`config.mk`:
```
export PLATFORM = sky130hd
export DESIGN_NAME = mdio_mgmt_master
export DESIGN_NICKNAME = d
export VERILOG_FILES = /design/src/rtl/mdio_pkg.sv /design/src/rtl/mdio_clkgen.sv /design/src/rtl/mdio_seq.sv /design/src/rtl/mdio_regs.sv /design/src/rtl/mdio_mgmt_master.sv
export SDC_FILE = /design/constraint.sdc
export NUM_CORES = 1
export LEC_CHECK = 0
export ABC_AREA = 1
export BUFFER_PORTS_ARGS = -buffer_cell sky130_fd_sc_hd__buf_2
export CAP_MARGIN = 0
export CORE_MARGIN = 2
export CORE_UTILIZATION = 50
export DETAILED_ROUTE_END_ITERATION = 10
export HOLD_SLACK_MARGIN = 0.06
export PLACE_DENSITY = 0.75
export SKIP_LAST_GASP = 1
export SLEW_MARGIN = 20
export SYNTH_ARGS = -nofsm -noshare
export SYNTH_HDL_FRONTEND = slang
export SYNTH_SLANG_ARGS = --single-unit
export TNS_END_PERCENT = 5
```
`constraint.sdc`:
```
create_clock -name clk -period 2.2 [get_ports clk]
set_input_delay 0.22 -clock clk [delete_from_list [all_inputs] [get_ports clk]]
set_output_delay 0.22 -clock clk [all_outputs]
set_load 0.02 [all_outputs]
```
`src/rtl/mdio_pkg.sv`:
```
package mdio_pkg;

    localparam int REG_W   = 32;
    localparam int DATA_W  = 16;
    localparam int ADR5_W  = 5;
    localparam int HALF_W  = 5;
    localparam int FRAME_W = 64;
    localparam int PRE_LEN = 32;
    // bit index inside the 64-bit frame where the turnaround and data begin
    localparam int TA_POS  = 46;
    localparam int DAT_POS = 48;

    // control register bit positions
    localparam int B_MODE  = 30;
    localparam int B_PR    = 29;
    localparam int B_APOLL = 28;
    localparam int B_BUSY  = 27;
    localparam int B_SELHI = 26;
    localparam int B_SELLO = 24;
    localparam int B_GO    = 23;
    localparam int B_NOPRE = 22;
    localparam int B_RNW   = 21;
    localparam int B_ADRHI = 20;
    localparam int B_ADRLO = 16;

    typedef struct packed {
        logic              mode;
        logic              pr;
        logic              apoll;
        logic [2:0]        sel;
        logic              nopre;
        logic              rnw;
        logic [ADR5_W-1:0] regad;
        logic [DATA_W-1:0] data;
    } ctrl_t;

    typedef struct packed {
        logic              rnw;
        logic              nopre;
        logic [ADR5_W-1:0] phy;
        logic [ADR5_W-1:0] regad;
        logic [DATA_W-1:0] data;
        logic [HALF_W-1:0] half;
    } frame_req_t;

    // half of the MDC period, in reference clocks
    function automatic logic [HALF_W-1:0] half_period(input logic [2:0] sel);
        case (sel)
            3'd0:    return 5'd2;
            3'd1:    return 5'd3;
            3'd2:    return 5'd4;
            3'd3:    return 5'd5;
            3'd4:    return 5'd7;
            3'd5:    return 5'd10;
            3'd6:    return 5'd12;
            default: return 5'd14;
        endcase
    endfunction

    function automatic ctrl_t unpack_ctrl(input logic [REG_W-1:0] w);
        ctrl_t c;
        c.mode  = w[B_MODE];
        c.pr    = w[B_PR];
        c.apoll = w[B_APOLL];
        c.sel   = w[B_SELHI:B_SELLO];
        c.nopre = w[B_NOPRE];
        c.rnw   = w[B_RNW];
        c.regad = w[B_ADRHI:B_ADRLO];
        c.data  = w[DATA_W-1:0];
        return c;
    endfunction

endpackage

```
`src/rtl/mdio_clkgen.sv`:
```
module mdio_clkgen
    import mdio_pkg::*;
(
    input  logic              clk,
    input  logic              rst,
    input  logic              run,
    input  logic [HALF_W-1:0] half,
    output logic              tick
);
    logic [HALF_W-1:0] cnt;

    assign tick = run && (cnt == half - 5'd1);

    always_ff @(posedge clk) begin
        if (rst || !run || tick)
            cnt <= '0;
        else
            cnt <= cnt + 5'd1;
    end
endmodule

```
`src/rtl/mdio_seq.sv`:
```
module mdio_seq
    import mdio_pkg::*;
(
    input  logic              clk,
    input  logic              rst,
    input  logic              launch,
    input  frame_req_t        req,
    input  logic              mdio_i,
    output logic              busy,
    output logic              done,
    output logic [DATA_W-1:0] rd_data,
    output logic              mdc,
    output logic              mdio_o,
    output logic              mdio_oe
);
    localparam int IDX_W = $clog2(FRAME_W);

    logic [FRAME_W-1:0] frame;
    logic [IDX_W-1:0]   idx;
    logic               ph;
    logic               active;
    logic               rnw_q;
    logic [HALF_W-1:0]  half_q;
    logic [DATA_W-1:0]  shreg;
    logic               tick;

    mdio_clkgen u_clk (
        .clk  (clk),
        .rst  (rst),
        .run  (active),
        .half (half_q),
        .tick (tick)
    );

    assign done    = active && tick && ph && (idx == IDX_W'(FRAME_W - 1));
    assign busy    = active;
    assign mdc     = ph;
    assign rd_data = shreg;
    assign mdio_o  = active ? frame[IDX_W'(FRAME_W - 1) - idx] : 1'b1;
    assign mdio_oe = active && !(rnw_q && idx >= IDX_W'(TA_POS));

    always_ff @(posedge clk) begin
        if (rst) begin
            frame  <= '0;
            idx    <= '0;
            ph     <= 1'b0;
            active <= 1'b0;
            rnw_q  <= 1'b0;
            half_q <= 5'd2;
            shreg  <= '0;
        end else if (!active) begin
            if (launch) begin
                frame  <= {{PRE_LEN{1'b1}}, 2'b01,
                           req.rnw ? 2'b10 : 2'b01,
                           req.phy, req.regad,
                           req.rnw ? 2'b11 : 2'b10,
                           req.rnw ? {DATA_W{1'b1}} : req.data};
                idx    <= req.nopre ? IDX_W'(PRE_LEN) : '0;
                ph     <= 1'b0;
                active <= 1'b1;
                rnw_q  <= req.rnw;
                half_q <= req.half;
            end
        end else if (tick) begin
            if (!ph) begin
                ph <= 1'b1;
                if (rnw_q && idx >= IDX_W'(DAT_POS))
                    shreg <= {shreg[DATA_W-2:0], mdio_i};
            end else begin
                ph <= 1'b0;
                if (idx == IDX_W'(FRAME_W - 1))
                    active <= 1'b0;
                else
                    idx <= idx + 1'b1;
            end
        end
    end
endmodule

```
`src/rtl/mdio_regs.sv`:
```
module mdio_regs
    import mdio_pkg::*;
#(
    parameter int                ADDR_W   = 16,
    parameter logic [ADDR_W-1:0] CTRL_OFF = 16'h1414,
    parameter logic [ADDR_W-1:0] PHY_OFF  = 16'h1418
) (
    input  logic              clk,
    input  logic              rst,
    input  logic              bus_sel,
    input  logic              bus_we,
    input  logic [ADDR_W-1:0] bus_addr,
    input  logic [REG_W-1:0]  bus_wdata,
    output logic [REG_W-1:0]  bus_rdata,
    input  logic              busy,
    input  logic              done,
    input  logic [DATA_W-1:0] rd_data,
    output logic              launch,
    output frame_req_t        req,
    output logic [2:0]        cur_sel
);
    ctrl_t             ctrl;
    ctrl_t             wr_c;
    logic [ADR5_W-1:0] phy;
    logic              ctrl_wr;
    logic              phy_wr;

    assign wr_c    = unpack_ctrl(bus_wdata);
    assign ctrl_wr = bus_sel && bus_we && (bus_addr == CTRL_OFF);
    assign phy_wr  = bus_sel && bus_we && (bus_addr == PHY_OFF);
    assign launch  = ctrl_wr && !busy && bus_wdata[B_GO];
    assign cur_sel = ctrl.sel;

    always_comb begin
        req.rnw   = wr_c.rnw;
        req.nopre = wr_c.nopre;
        req.phy   = phy;
        req.regad = wr_c.regad;
        req.data  = wr_c.data;
        req.half  = half_period(wr_c.sel);
    end

    always_comb begin
        bus_rdata = '0;
        if (bus_addr == CTRL_OFF) begin
            bus_rdata[B_MODE]          = ctrl.mode;
            bus_rdata[B_PR]            = ctrl.pr;
            bus_rdata[B_APOLL]         = ctrl.apoll;
            bus_rdata[B_BUSY]          = busy;
            bus_rdata[B_SELHI:B_SELLO] = ctrl.sel;
            bus_rdata[B_GO]            = busy;
            bus_rdata[B_NOPRE]         = ctrl.nopre;
            bus_rdata[B_RNW]           = ctrl.rnw;
            bus_rdata[B_ADRHI:B_ADRLO] = ctrl.regad;
            bus_rdata[DATA_W-1:0]      = ctrl.data;
        end else if (bus_addr == PHY_OFF) begin
            bus_rdata[B_ADRHI:B_ADRLO] = phy;
        end
    end

    always_ff @(posedge clk) begin
        if (rst) begin
            ctrl <= '0;
            phy  <= '0;
        end else begin
            if (phy_wr)
                phy <= bus_wdata[B_ADRHI:B_ADRLO];
            if (ctrl_wr) begin
                ctrl.mode  <= wr_c.mode;
                ctrl.pr    <= wr_c.pr;
                ctrl.apoll <= wr_c.apoll;
                if (!busy) begin
                    ctrl.sel   <= wr_c.sel;
                    ctrl.nopre <= wr_c.nopre;
                    ctrl.rnw   <= wr_c.rnw;
                    ctrl.regad <= wr_c.regad;
                    ctrl.data  <= wr_c.data;
                end
            end
            if (done && ctrl.rnw)
                ctrl.data <= rd_data;
        end
    end
endmodule

```
`src/rtl/mdio_mgmt_master.sv`:
```
module mdio_mgmt_master
    import mdio_pkg::*;
#(
    parameter int                ADDR_W   = 16,
    parameter logic [ADDR_W-1:0] CTRL_OFF = 16'h1414,
    parameter logic [ADDR_W-1:0] PHY_OFF  = 16'h1418
) (
    input  logic              clk,
    input  logic              rst,
    input  logic              bus_sel,
    input  logic              bus_we,
    input  logic [ADDR_W-1:0] bus_addr,
    input  logic [31:0]       bus_wdata,
    output logic [31:0]       bus_rdata,
    output logic              mdc,
    output logic              mdio_o,
    output logic              mdio_oe,
    input  logic              mdio_i
);
    frame_req_t        req;
    logic              launch;
    logic              seq_busy;
    logic              seq_done;
    logic [DATA_W-1:0] rd_data;
    logic [2:0]        cur_sel;

    mdio_regs #(
        .ADDR_W   (ADDR_W),
        .CTRL_OFF (CTRL_OFF),
        .PHY_OFF  (PHY_OFF)
    ) u_regs (
        .clk       (clk),
        .rst       (rst),
        .bus_sel   (bus_sel),
        .bus_we    (bus_we),
        .bus_addr  (bus_addr),
        .bus_wdata (bus_wdata),
        .bus_rdata (bus_rdata),
        .busy      (seq_busy),
        .done      (seq_done),
        .rd_data   (rd_data),
        .launch    (launch),
        .req       (req),
        .cur_sel   (cur_sel)
    );

    mdio_seq u_seq (
        .clk     (clk),
        .rst     (rst),
        .launch  (launch),
        .req     (req),
        .mdio_i  (mdio_i),
        .busy    (seq_busy),
        .done    (seq_done),
        .rd_data (rd_data),
        .mdc     (mdc),
        .mdio_o  (mdio_o),
        .mdio_oe (mdio_oe)
    );
endmodule

```
==> results of run 1 <==
## power by group through the flow
stage	combinational (W)	sequential [W]	clock (W)
after floorplan	0.0000666	0.00178	0
after global placement	0.000140	0.00178	0
after detailed placement	0.000142	0.00178	0
after CTS	0.000143	0.00174	0.00110
after global routing	0.000158	0.00173	0.00117
final	0.000143	0.00173	0.00109
## cells in the final DEF (no fill, tap or decap), types with 2 or more instances in the layout
| master | n |
|---|---|
| nand3_1 | 50 |
| xnor2_1 | 4 |
| buf_2 | 83 |
| a21oi_2 | 3 |
| dfxtp_1 | 94 |
| buf_4 | 17 |
| inv_1 | 85 |
| o21bai_1 | 16 |
| o211ai_1 | 2 |
| inv_2 | 5 |
| nand2_1 | 121 |
| a21oi_1 | 65 |
| nand4_1 | 4 |
| ha_1 | 3 |
| clkinvlp_4 | 5 |
| nor2_1 | 119 |
| o22ai_1 | 8 |
| dfxtp_4 | 2 |
| nand4_2 | 2 |
| nor3_1 | 2 |
| nor2_2 | 4 |
| nand2_4 | 2 |
| o21ai_0 | 57 |
| nor3_2 | 2 |
| nand2_2 | 4 |
| clkbuf_8 | 9 |
| xor2_1 | 7 |
| a211oi_1 | 7 |
| o21ai_1 | 2 |
## flip-flops by register name, summed over array words and instances, names as in the netlist
signal and cells:
u_seq.frame 29, u_regs.ctrl 26, u_seq.rd_data 16, u_seq.idx 6
u_regs.phy 5, u_seq.u_clk.cnt 5, u_seq.half_q 4, u_regs.cur_sel 3
u_seq.busy 1, u_seq.mdc 1
## critical path: stages (launching register included)
cell,delay (ps)
dfxtp_4,410
clkinvlp_4,90
buf_4,170
o21ai_0,200
nand3_1,100
o21ai_1,90
nor2_1,40
o21ai_0,130
nand3_1,110
buf_4,170
## logic make-up after synthesis
group | count (synthesis) | share of synthesized area (%)
and+or+nand+nor | 313 | 27.6
AOI/OAI and AO/OA | 162 | 18.5
buffers and inverters | 134 | 11.3
DFF | 96 | 39.7
xor gates and xnor gates | 11 | 1.99
adders and majority gates | 3 | 0.775
other | 1 | 0.0775
## repair_timing
action,in CTS,in global routing
endpoints found under the setup margin,1,1
setup buffers,2,3
hold buffers,0,0
cloned,0,0
resized for setup,3,7
## synthesized netlist by cell type (all sizes together)
master    n
xnor2     4
nor3      4
o211ai    2
nand4     6
nand2   127
o21bai   16
conb      1
a31oi     1
clkinv    1
xor2      7
o22ai     8
nand3    50
ha        3
dfxtp    96
a211oi    7
buf      17
inv      93
o21ai    60
or2       1
a21oi    68
and2      1
nor2    123
clkbuf   23
nor4      1
## cell type report
| cell class | instances | share of cell area [%] |
|---|---|---|
| Clock buffer | 9 | 2.22 |
| Clock inverter | 7 | 1.01 |
| Inverter | 94 | 6.51 |
| Multi-Input combinational cell | 490 | 42.6 |
| Sequential cell | 96 | 34.6 |
| Tap cell | 129 | 2.90 |
| Timing Repair Buffer | 101 | 10.1 |
## stage by stage
| stage | cell area (um^2) | cells | power (W) |
|---|---|---|---|
| after global routing | 5570 | 926 | 0.00307 |
| final | 5570 | 926 | 0.00297 |
| after global placement | 5330 | 905 | 0.00192 |
| after CTS | 5530 | 923 | 0.00298 |
| after detailed placement | 5330 | 905 | 0.00192 |
| after floorplan | 4840 | 720 | 0.00184 |
## worst max path at each step
stage | from | endpoint | slack [ps] | cells past startpoint
2_1_floorplan | u_seq.half_q[0] | u_seq.rd_data[10] | 480 | 11
3_3_place_gp | u_seq.idx[0] | mdio_o | 310 | 8
3_5_place_dp | u_seq.idx[0] | mdio_o | 300 | 8
4_1_cts | u_seq.idx[0] | mdio_o | 20 | 9
5_1_grt | u_seq.idx[0] | mdio_o | 4 | 9
6_report | u_seq.idx[0] | mdio_o | 100 | 9
## routing by layer
metal / vias up / track usage, % / wire [um]
li1: 2438 / - / -
met1: 2168 / 33.0 / 5710
met2: 132 / 40.0 / 5880
met3: 15 / 4.72 / 716
met4: 0 / 6.56 / 147
met5: - / 0 / 0
==> metrics, run 1 <==
outcome finished, final reports clean; later-pin clock latency in the skew report 370 ps; routability congestion estimate 0.879; Critical R2R Capture u_seq.rd_data[7]; post-synth top area cell dfxtp_1; largest net degree at the start of global routing 57; switching power total 0.000760 W; TritonCTS clock tree done; Ys Warns 0; H-tree Lvls 3; Final Core Density 59.7%; Clock Power Share 36.7%; top post-synthesis cells by area dfxtp_1, nand2_1, nor2_1, a21oi_1, inv_1; Synth top area share 39.7%; Hold Slack 123 ps; Startpoint Class flop; post-synthesis sequential area ratio 39.7%; Num CTS Buffers 9; setup violators final 0; hold path endpoint u_seq.rd_data[0]; diode count 0; Setup WS pre-CTS 298 ps; Layout Nets 848; die height 102 um; cell count of the worst reg-to-reg path 11; power per cell area 532 nW/um^2; Arr. time, crit path 1880 ps; # DRC 0; final hold vios 0; setup_tns 0 ps; via count 4753; Synth Area per Inst 6.72 um^2; Peak VDD IR 334 uV; logic gate share of total power 4.8%; CTS root buf clkbuf_8; Final min period 2100 ps; Cells after Synth 720; first-pass GRT wire length 20200 um; die area 10500 um^2; core area 9330 um^2; fillers 903; worst r2r src u_seq.half_q[0]; crit end category output pin; share of cells above drive strength 1 18.4%; vias per inst 5.13; switching share of total power 25.6%; RSZ-0062 raised after global routing false; I/O Pins 88; CP Data Required Time 1980 ps; Max-Cap Viols 0; drt initial violations 279; syn nets 776; PortBufs 84; Worst Path Max Fanout 13; register area 1930 um^2; DRT Pass-1 Iters 5; WS Path Type reg2out; multi-input logic area 2370 um^2; P&R area growth vs syn 15.1%; number of synthesized register bits 96; DR WL/cell 13.4 um; Worst-Margin Slew 621 ps; CTS Sinks 96; Pint 0.00221 W; class of the worst hold path in2reg; Worst-path clk slew 100 ps; GRT overflow 0; aggregate routed wire length 12500 um; R2R setup slack 300 ps; hold path depth 3; # rows 35; register share of total power 58.5%; crit share post-route 95.2%; fin worst setup slack 105 ps; Die Wd 102 um; CTS max path bufs 2; initial core utilization 51.9%; max-slew violations 0; post-synthesis cell type count 38; Hold Startpoint mdio_i; number of global-route vias before repair 4316; DPL Wire Length 8750 um; worst clock skew 10.1 ps; Leak 2.41 nW; GRT Total Usage 24.4%; initial antenna violation count 0; Slew headroom 58.3%; ANT nets after route 0; mapped cell area 4840 um^2; Achievable Freq 477 MHz
Power figures use the tool's default switching activity.
==> inputs of run 2 (changes only) <==
--- a/config.mk
+++ b/config.mk
@@ -12,10 +12,11 @@
 export CORE_UTILIZATION = 50
 export DETAILED_ROUTE_END_ITERATION = 10
 export HOLD_SLACK_MARGIN = 0.06
-export PLACE_DENSITY = 0.75
+export PLACE_DENSITY = 0.74
 export SKIP_LAST_GASP = 1
 export SLEW_MARGIN = 20
 export SYNTH_ARGS = -nofsm -noshare
 export SYNTH_HDL_FRONTEND = slang
+export SYNTH_HIERARCHICAL = 1
 export SYNTH_SLANG_ARGS = --single-unit
 export TNS_END_PERCENT = 5
==> constraint.sdc (replaced) <==
create_clock -name clk -period 2.25 [get_ports clk]
set_input_delay 0.225 -clock clk [delete_from_list [all_inputs] [get_ports clk]]
set_output_delay 0.225 -clock clk [all_outputs]
set_load 0.02 [all_outputs]
==> run 2 against run 1 <==
  * The run now ends with negative setup slack left
  * First-iteration DRC count is 14% lower
  * Routed wire length is 4.9% lower
  * Setup slack worse by 190 ps
  * Via count is 1.2% lower
  * Sequential share of layout area is 0.91 points lower
  * Register-to-register slack worse by 390 ps
  * Hold slack worse by 4.7 ps
  * Core utilization is 3.1 points lower
  * Global-route usage is 2.8 points lower
  * Synthesized cell count is 2.2% higher
  * Power is 3.4% higher
  * Critical path type is now reg2reg
  * Critical endpoint is now u_regs/ctrl[12]
==> metrics, run 2 <==
post-route non-filler standard cell count 937 (+1.2%); Achievable Freq 428 MHz; initial antenna violation count 0 (unchanged); Max-Cap Viols 0 (unchanged); switching share of total power 22.4% (-3.2 points); Cells after Synth 736 (+2.2%); placed cells 920 (+1.7%); worst clock skew 11.9 ps (+1.81 ps); CP Data Required Time 2520 ps (+540 ps); post-CTS setup repair buffer count 0 (-2); Num CTS Buffers 9 (unchanged); Peak VDD IR 311 uV (-6.8%); CTS max path bufs 2 (unchanged); crit share post-route 104%; number of global-route vias before repair 4392 (+1.8%); setup violators final 16 (+16); PortBufs 84 (unchanged); DRT Pass-1 Iters 5 (unchanged); diode count 0 (unchanged); Worst Path Max Fanout 20 (+7); class of the worst hold path in2reg; die height 106 um (+3.1%); routability congestion estimate 0.864 (-1.7%); H-tree Lvls 3 (unchanged); largest net degree at the start of global routing 50 (-12%); Worst-path clk slew 100 ps (about the same); initial core utilization 50.6% (-1.3 points); share of cells above drive strength 1 24.5% (+6.0 points); GRT Total Usage 21.6% (-2.8 points); Arr. time, crit path 2610 ps (+730 ps); CTS root buf clkbuf_8; P&R area growth vs syn 11.8%; fin worst setup slack -88.3 ps (-193 ps); most frequent cells in the layout nor2_1, nand2_1, dfxtp_1; Synth Area per Inst 7.01 um^2 (+4.2%); failing checks negative setup slack; # rows 37 (+5.7%); Slew headroom 52.0% (-6.3 points); Leak 2.66 nW (+10%); Pint 0.00238 W (+7.9%); Layout Nets 852 (+0.47%); register share of total power 55.9% (-2.6 points); DR WL/cell 12.6 um (-6.0%); die area 11100 um^2 (+6.3%); final hold vios 0 (unchanged); RSZ-0062 raised after global routing true; DPL Wire Length 8500 um (-2.9%); first-pass GRT wire length 19600 um (-2.6%); Final min period 2340 ps; Die Wd 106 um (+3.1%); logic gate share of total power 4.8% (about the same); later-pin clock latency in the skew report 370 ps (about the same); Setup WS pre-CTS -185 ps (-482 ps); Largest Register u_seq/frame; mapped cell area 5160 um^2 (+6.5%); Final Core Density 56.6% (-3.1 points); max-slew violations 0 (unchanged); vias per inst 5.01 (-2.4%); via count 4695 (-1.2%); fillers 1008 (+12%); aggregate routed wire length 11800 um (-4.9%); Clock Power Share 39.3% (+2.6 points); crit end category flop; switching power total 0.000687 W (-9.7%); Ys Warns 6 (+6); GRT overflow 0 (unchanged); CTS Sinks 97 (+1.0%); WS Path Type reg2reg; TritonCTS clock tree done; most common cell after layout, fill and taps aside nor2_1; power per cell area 532 nW/um^2 (-0.12%); I/O Pins 88 (unchanged); max reg flops 29 (unchanged); # DRC 0 (unchanged); Startpoint Class flop; drt initial violations 240 (-14%); ANT nets after route 0 (unchanged); core area 10200 um^2 (+9.2%); outcome finished, violations left; Worst-Margin Slew 720 ps (+98.2 ps)
[run 2: worst max-delay path, cell delays in order, from the launching register on]
cell     delay, ps
dfxtp_2        350
inv_1           70
ha_4           270
nor2_1          40
nor2_1         120
nand3_1         90
nor2_1          90
nand2_1         70
inv_1           70
nand2_2         70
nor2_4         120
inv_2           60
nor2_4         110
nand2_2         80
buf_12         160
mux2_2         280
nor2_2         110
nor2_1          50
[run 2: per-layer routing]
metal | vias up | part of all wire (%) | track usage, %
met2 | 119 | 48 | 36.5
met4 | 0 | 1.5 | 6.77
met1 | 2163 | 45 | 27.6
met5 | - | 0 | 0
li1 | 2396 | - | -
met3 | 17 | 5.3 | 4.45
[run 2: area by class of cell]
class	instances	area, um^2	area share, %
Clock buffer	12	165	2.86
Clock inverter	4	50.0	0.868
Inverter	96	364	6.31
Multi-Input combinational cell	491	2510	43.6
Sequential cell	97	1940	33.7
Tap cell	136	170	2.95
Timing Repair Buffer	101	561	9.72
[run 2: worst paths after layout]
path	from	end	slack, ps	depth (start not counted)
max reg2reg	u_seq/half_q[0]	u_regs/ctrl[12]	-90	17
min	bus_wdata[20]	u_regs/phy[4]	120	3
min reg2reg	u_seq/frame[22]	u_seq/frame[22]	460	2
max	u_seq/half_q[0]	u_regs/ctrl[12]	-90	17
[run 2: metrics by stage]
stage	hold slack (ps)	setup TNS (ps)	instance area, um^2	total power, W
final	118	-1030	5770	0.00307
after detailed placement	445	-2430	5500	0.00190
after CTS	101	-1150	5730	0.00309
after global routing	120	-5610	5770	0.00318
after floorplan	287	0	5180	0.00186
after global placement	439	-1580	5500	0.00190
[run 2: power by group through the flow]
stage,clock network [W],logic [W],registers [W]
global route,0.00130,0.000164,0.00172
global placement,0,0.000142,0.00176
detailed placement,0,0.000145,0.00176
CTS,0.00123,0.000145,0.00171
finish,0.00120,0.000147,0.00171
floorplan,0,0.000104,0.00176
[run 2: timing repair]
| action | 4_1_cts | 5_1_grt |
|---|---|---|
| gates resized for setup | 2 | 9 |
| hold endpoints to repair | 0 | 0 |
| setup endpoints to repair | 16 | 34 |
| pin swaps | 0 | 2 |
| hold buffers | 0 | 0 |
| cloned | 0 | 1 |
